`config.mk`:
```
export PLATFORM = sky130hd
export DESIGN_NAME = dma_trig_irq
export DESIGN_NICKNAME = d
export VERILOG_FILES = /design/src/rtl/dma_trig_pkg.sv /design/src/rtl/dma_trig_pick.sv /design/src/rtl/dma_trig_ctrl.sv /design/src/rtl/dma_trig_dp.sv /design/src/rtl/dma_trig_irq.sv
export SDC_FILE = /design/constraint.sdc
export NUM_CORES = 1
export LEC_CHECK = 0
export ABC_AREA = 1
export BUFFER_PORTS_ARGS = -buffer_cell sky130_fd_sc_hd__buf_2
export CAP_MARGIN = 20
export CORE_MARGIN = 2
export CORE_UTILIZATION = 30
export CTS_CLUSTER_DIAMETER = 40
export DETAILED_ROUTE_END_ITERATION = 10
export GPL_ROUTABILITY_DRIVEN = 0
export GPL_TIMING_DRIVEN = 0
export PLACE_DENSITY = 0.54
export SLEW_MARGIN = 20
export SYNTH_ARGS = -nofsm -noshare
export SYNTH_HDL_FRONTEND = slang
export SYNTH_SLANG_ARGS = --single-unit
```
`constraint.sdc`:
```
create_clock -name clk -period 1.7 [get_ports clk]
set_input_delay 0.17 -clock clk [delete_from_list [all_inputs] [get_ports clk]]
set_output_delay 0.17 -clock clk [all_outputs]
set_load 0.005 [all_outputs]
```
`src/rtl/dma_trig_pkg.sv`:
```
package dma_trig_pkg;

  // Register addresses of the write interface
  typedef enum logic [2:0] {
    ADDR_EVT_EN   = 3'd0,
    ADDR_SW_SET   = 3'd1,
    ADDR_INT_EN   = 3'd2,
    ADDR_INT_CLR  = 3'd3,
    ADDR_MISS_CLR = 3'd4
  } regAddr_e;

  // Strobes from control to datapath
  typedef struct packed {
    logic evtEnWr;
    logic swSetWr;
    logic intEnWr;
    logic intClrWr;
    logic missClrWr;
    logic pendSet;
    logic chainSet;
  } trigStrobe_t;

endpackage

```
`src/rtl/dma_trig_pick.sv`:
```
module dma_trig_pick #(
  parameter int NUM_CH = 8,
  localparam int CODE_W = $clog2(NUM_CH)
) (
  input  logic [NUM_CH-1:0] reqVec,
  output logic [NUM_CH-1:0] grantVec,
  output logic [CODE_W-1:0] grantIdx,
  output logic              anyReq
);
  logic [NUM_CH:0] lowerAny;

  assign lowerAny[0] = 1'b0;

  for (genvar i = 0; i < NUM_CH; i++) begin : gPrefix
    assign lowerAny[i+1] = lowerAny[i] | reqVec[i];
    assign grantVec[i]   = reqVec[i] & ~lowerAny[i];
  end

  assign anyReq = lowerAny[NUM_CH];

  always_comb begin
    grantIdx = '0;
    for (int i = 0; i < NUM_CH; i++) begin
      if (grantVec[i]) grantIdx = grantIdx | CODE_W'(i);
    end
  end
endmodule

```
`src/rtl/dma_trig_ctrl.sv`:
```
module dma_trig_ctrl
  import dma_trig_pkg::*;
(
  input  logic        regWrEn,
  input  logic [2:0]  regAddr,
  input  logic        cmplValid,
  input  logic        cmplFinal,
  input  logic        cmplIntEn,
  input  logic        cmplChainEn,
  input  logic        cmplMidIntEn,
  input  logic        cmplMidChainEn,
  output trigStrobe_t strb
);
  logic wantInt;
  logic wantChain;

  assign wantInt   = cmplFinal ? cmplIntEn   : cmplMidIntEn;
  assign wantChain = cmplFinal ? cmplChainEn : cmplMidChainEn;

  always_comb begin
    strb = '0;
    if (regWrEn) begin
      case (regAddr_e'(regAddr))
        ADDR_EVT_EN:   strb.evtEnWr   = 1'b1;
        ADDR_SW_SET:   strb.swSetWr   = 1'b1;
        ADDR_INT_EN:   strb.intEnWr   = 1'b1;
        ADDR_INT_CLR:  strb.intClrWr  = 1'b1;
        ADDR_MISS_CLR: strb.missClrWr = 1'b1;
        default: ;
      endcase
    end
    strb.pendSet  = cmplValid & wantInt;
    strb.chainSet = cmplValid & wantChain;
  end
endmodule

```
`src/rtl/dma_trig_dp.sv`:
```
module dma_trig_dp
  import dma_trig_pkg::*;
#(
  parameter int NUM_CH = 8,
  localparam int CODE_W = $clog2(NUM_CH)
) (
  input  logic              clk,
  input  logic              rst_n,
  input  trigStrobe_t       strb,
  input  logic [NUM_CH-1:0] wrData,
  input  logic [CODE_W-1:0] code,
  input  logic [NUM_CH-1:0] periphEvt,
  input  logic              startReady,
  output logic              startValid,
  output logic [CODE_W-1:0] startChan,
  output logic [NUM_CH-1:0] pendingVec,
  output logic [NUM_CH-1:0] missVec,
  output logic              irq
);
  logic [NUM_CH-1:0] evtFlag, swFlag, chainFlag;
  logic [NUM_CH-1:0] evtEn, intEn, pend, missed;
  logic [NUM_CH-1:0] reqVec, grantVec, acceptMask;
  logic [NUM_CH-1:0] codeHot, swArr, chainArr, pendArr;
  logic [NUM_CH-1:0] intClrMask, missClrMask, missNew;
  logic              anyReq;

  dma_trig_pick #(.NUM_CH(NUM_CH)) u_pick (
    .reqVec  (reqVec),
    .grantVec(grantVec),
    .grantIdx(startChan),
    .anyReq  (anyReq)
  );

  assign reqVec      = (evtFlag & evtEn) | swFlag | chainFlag;
  assign startValid  = anyReq;
  assign acceptMask  = (anyReq && startReady) ? grantVec : '0;

  assign codeHot     = NUM_CH'(1) << code;
  assign swArr       = strb.swSetWr   ? wrData  : '0;
  assign chainArr    = strb.chainSet  ? codeHot : '0;
  assign pendArr     = strb.pendSet   ? codeHot : '0;
  assign intClrMask  = strb.intClrWr  ? wrData  : '0;
  assign missClrMask = strb.missClrWr ? wrData  : '0;

  assign missNew = ((periphEvt & evtFlag) | (swArr & swFlag) | (chainArr & chainFlag))
                   & ~acceptMask;

  always_ff @(posedge clk or negedge rst_n) begin
    if (!rst_n) begin
      evtFlag   <= '0;
      swFlag    <= '0;
      chainFlag <= '0;
      evtEn     <= '0;
      intEn     <= '0;
      pend      <= '0;
      missed    <= '0;
    end else begin
      evtFlag   <= (evtFlag   & ~acceptMask) | periphEvt;
      swFlag    <= (swFlag    & ~acceptMask) | swArr;
      chainFlag <= (chainFlag & ~acceptMask) | chainArr;
      pend      <= (pend & ~intClrMask) | pendArr;
      missed    <= (missed & ~missClrMask) | missNew;
      if (strb.evtEnWr) evtEn <= wrData;
      if (strb.intEnWr) intEn <= wrData;
    end
  end

  assign pendingVec = pend;
  assign missVec    = missed;
  assign irq        = |(pend & intEn);
endmodule

```
`src/rtl/dma_trig_irq.sv`:
```
module dma_trig_irq
  import dma_trig_pkg::*;
#(
  parameter int NUM_CH = 8,
  localparam int CODE_W = $clog2(NUM_CH)
) (
  input  logic              clk,
  input  logic              rst_n,
  input  logic [NUM_CH-1:0] periphEvt,
  input  logic              regWrEn,
  input  logic [2:0]        regAddr,
  input  logic [NUM_CH-1:0] regWrData,
  input  logic              cmplValid,
  input  logic              cmplFinal,
  input  logic [CODE_W-1:0] cmplCode,
  input  logic              cmplIntEn,
  input  logic              cmplChainEn,
  input  logic              cmplMidIntEn,
  input  logic              cmplMidChainEn,
  input  logic              startReady,
  output logic              startValid,
  output logic [CODE_W-1:0] startChan,
  output logic [NUM_CH-1:0] pendingVec,
  output logic [NUM_CH-1:0] missVec,
  output logic              irq
);
  trigStrobe_t strb;

  dma_trig_ctrl u_ctrl (
    .regWrEn       (regWrEn),
    .regAddr       (regAddr),
    .cmplValid     (cmplValid),
    .cmplFinal     (cmplFinal),
    .cmplIntEn     (cmplIntEn),
    .cmplChainEn   (cmplChainEn),
    .cmplMidIntEn  (cmplMidIntEn),
    .cmplMidChainEn(cmplMidChainEn),
    .strb          (strb)
  );

  dma_trig_dp #(.NUM_CH(NUM_CH)) u_dp (
    .clk       (clk),
    .rst_n     (rst_n),
    .strb      (strb),
    .wrData    (regWrData),
    .code      (cmplCode),
    .periphEvt (periphEvt),
    .startReady(startReady),
    .startValid(startValid),
    .startChan (startChan),
    .pendingVec(pendingVec),
    .missVec   (missVec),
    .irq       (irq)
  );
endmodule

```
==> reports/metrics.cfg <==
[outcome]
status = finished with violations
violations = setup timing

[power]
power.density_nw_per_um2 = 1090
ir_drop_v = 0.000407
clkPwrFrac_pct = 23.8
p_int_mw = 2.47
p_sw_share_pct = 33.5
p_leak_nw = 1.74
seqPwrFrac_pct = 47.9
p_comb_share_pct = 28.4
p_sw_mw = 1.24

[die]
die-area_um2 = 9830
die_h_um = 99.2
rows = 34
initial_core_util_pct = 31.0
core_um2 = 8760
io_pins = 53
fp.dieW_um = 99.2

[logic_synthesis]
synth_top_family_by_area = simple AND/OR/NAND/NOR gates
synthXorXnorAreaFrac_pct = 0
synth_fp_nets = 383
synth_fa_ha_area_share_pct = 0
synth_cells = 351
synth_mux_area_share_pct = 0
syn_area_per_cell_um2 = 7.74
synthSimpleGateAreaFrac_pct = 30.1
yosys_register_bits = 56
seq_area_frac_synth_pct = 51.6
ys_warn_count = 0
synth_cell_types = 22
synth_compound_area_share_pct = 10.3
syn_area_um2 = 2720

[placed_design]
place_hpwl_um = 5330
io_buffers = 51
place_inst = 510

[worst_setup_path]
cp.buffers_inverters = 3
timing.critical_path.slowest_cell_delay_ns = 0.41
cp.required_ns = 1.53
arrival_ns = 1.74
setup.worst_path.class = reg -> out
cp_common_cell = buf_6
start_kind = flop
path_cells = nor2_2 > nand2_2 > inv_1 > nand4_4 > nor2_4 > buf_6 > nand3_4 > buf_6
crit_path_end_kind = output port
cp_top_family = simple AND/OR/NAND/NOR gates
cp_max_fo = 3
cpMaxStageDelayCell = dfrtp_1

[clocking]
numCtsBuffers = 5
clock_latency_ns = 0.32
htreeDepth = 2
cts_root_buf = clkbuf_8
cts_tree = yes
clk_pin_slew_ns = 0.10
clock_sinks = 56
cts_buffer_depth = 2

[global_route]
grt_pass1_wl_um = 11700
grtUsageTotal_pct = 14.9
grt_pass1_vias = 2401
overflow = 0
grt_antenna_before_repair = 0
grt_max_degree = 57

[detailed_routing]
routed_wl_um = 7160
wl_per_cell_um = 13.6
detail-route-antenna-nets = 0
via_count = 2454
drc_errors = 0
first_pass_iters = 4
vias_per_cell = 4.65
drtIter0Drc = 107

[sta]
rsz0062_at_grt = yes
finalClockSkew_ns = 0.00871
worst_slack_ns = -0.208
finalSetupViolations = 32
drv_slew = 0
slew_headroom_pct = 49.9
worst_pin_slew_ns = 0.744
finalCriticalPeriod_ns = 1.91
min_period_over_period_pct = 112
max_freq_ghz = 0.524
hold_viol_final = 0

[worst_hold_path]
hp-class = in -> reg

[final_layout]
fin_util_pct = 38.8
syn2layout_area_growth_pct = 25.3
fin_cells = 528
diodes = 0
finalNetCount = 451
fillers = 921
drive_above_1_share_pct = 22.9

[job]
cap_viol_max_count = 0

-- layout by cell type, fill, tap and decap left out, types with 4 or more instances in the layout --
| master | netlist | routed |
|---|---|---|
| nand2_1 | 116 | 111 |
| dfrtp_1 | 56 | 56 |
| inv_1 | 53 | 50 |
| buf_2 | 2 | 50 |
| o21ai_0 | 46 | 44 |
| nand3_1 | 25 | 22 |
| nor2_1 | 21 | 18 |
| nor3_1 | 10 | 9 |
| buf_4 | 0 | 8 |
| nand3_2 | 5 | 6 |
| nand2_2 | 0 | 5 |
| clkbuf_8 | 0 | 5 |
| buf_6 | 0 | 4 |
-- per-layer routing --
layer  global-route usage, %  vias up  share of wire (%)
met5                       0        -                  0
met4                    3.16        0               0.98
met3                    2.60        8                4.7
met2                    22.6       55                 44
met1                    22.5     1143                 50
li1                        -     1248                  -
-- metrics by stage --
step	cell area [um2]	setup WS [ns]	power, mW	setup TNS [ns]	hold slack (ns)
after floorplan	2720	0.292	2.31	0	-0.126
after global placement	3110	0.0302	2.63	0	0.373
after detailed placement	3110	0.0462	2.65	0	0.277
after CTS	3320	-0.201	3.58	-1.06	0.0416
after global routing	3400	-0.298	3.97	-5.46	0.0448
final	3400	-0.208	3.71	-1.34	0.0492
-- cells in the mapped netlist (all sizes together) --
cell	n	share of area (%)
nor4	2	0.69
nand4	2	0.69
clkbuf	2	0.28
nor3	10	1.8
or2	1	0.23
a21oi	1	0.18
dfrtp	56	52
nand2	116	16
inv	53	7.3
o211ai	2	0.55
nor2	23	3.5
a221oi	2	0.64
o22ai	2	0.46
buf	2	0.37
nand3	31	7.1
o21ai	46	8.5
-- sequential cells by signal, indices dropped and copies added (netlist names) --
register / flops
u_dp.missVec: 8
u_dp.evtFlag: 8
u_dp.evtEn: 8
u_dp.pendingVec: 8
u_dp.intEn: 8
u_dp.chainFlag: 8
u_dp.swFlag: 8
-- worst register-to-register path, stage by stage (launching register included) --
cell	delay (ns)
dfrtp_1	0.41
nor2_2	0.12
nand2_2	0.11
inv_1	0.14
nand4_4	0.13
nor2_4	0.17
buf_6	0.13
buf_4	0.10
nand3_1	0.15
inv_2	0.13
o21ai_0	0.08
-- timing repair --
action                                  in CTS  in global routing
endpoints found under the setup margin       4                 36
pin swaps                                    7                  5
buffers inserted                             6                  3
hold buffers                                 1                  0
gates resized for setup                     13                 15
hold endpoints to repair                    56                  0
-- power by group through the flow --
stage / combinational (mW) / sequential [mW] / clock (mW)
5_1_grt: 1.20 / 1.81 / 0.958
6_report: 1.05 / 1.78 / 0.882
4_1_cts: 0.907 / 1.77 / 0.899
3_5_place_dp: 0.854 / 1.80 / 0
2_1_floorplan: 0.547 / 1.76 / 0
3_3_place_gp: 0.834 / 1.79 / 0
-- worst paths after layout --
kind	startpoint	end	slack, ns	cells after the start
setup / recovery	u_dp.swFlag[2]$_DFF_PN0_	startValid	-0.21	8
hold / removal	periphEvt[5]	u_dp.evtFlag[5]$_DFF_PN0_	0.05	3
setup reg to reg	u_dp.swFlag[2]$_DFF_PN0_	u_dp.evtFlag[6]$_DFF_PN0_	-0.07	10
hold reg to reg	u_dp.swFlag[5]$_DFF_PN0_	u_dp.swFlag[5]$_DFF_PN0_	0.48	2
max in group asynchronous	rst_n	u_dp.chainFlag[3]$_DFF_PN0_	0.77	2
min in group asynchronous	rst_n	u_dp.intEn[6]$_DFFE_PN0P_	0.45	2
-- logic make-up after synthesis --
family	count (synthesis)
AND/OR/NAND/NOR	185
buffers and inverters	57
flip-flops	56
AO/OA/AOI/OAI	53
-- final cells by class --
type                            instances  area [um2]  share of cell area (%)
Buffer                                  4        17.5                   0.515
Clock buffer                            6        72.6                    2.13
Clock inverter                          2        35.0                    1.03
Inverter                               53         199                    5.84
Multi-Input combinational cell        238        1190                    34.9
Sequential cell                        56        1400                    41.2
Tap cell                              108         135                    3.97
Timing Repair Buffer                   61         355                    10.4
No activity file was read; power rests on OpenSTA's default activity.
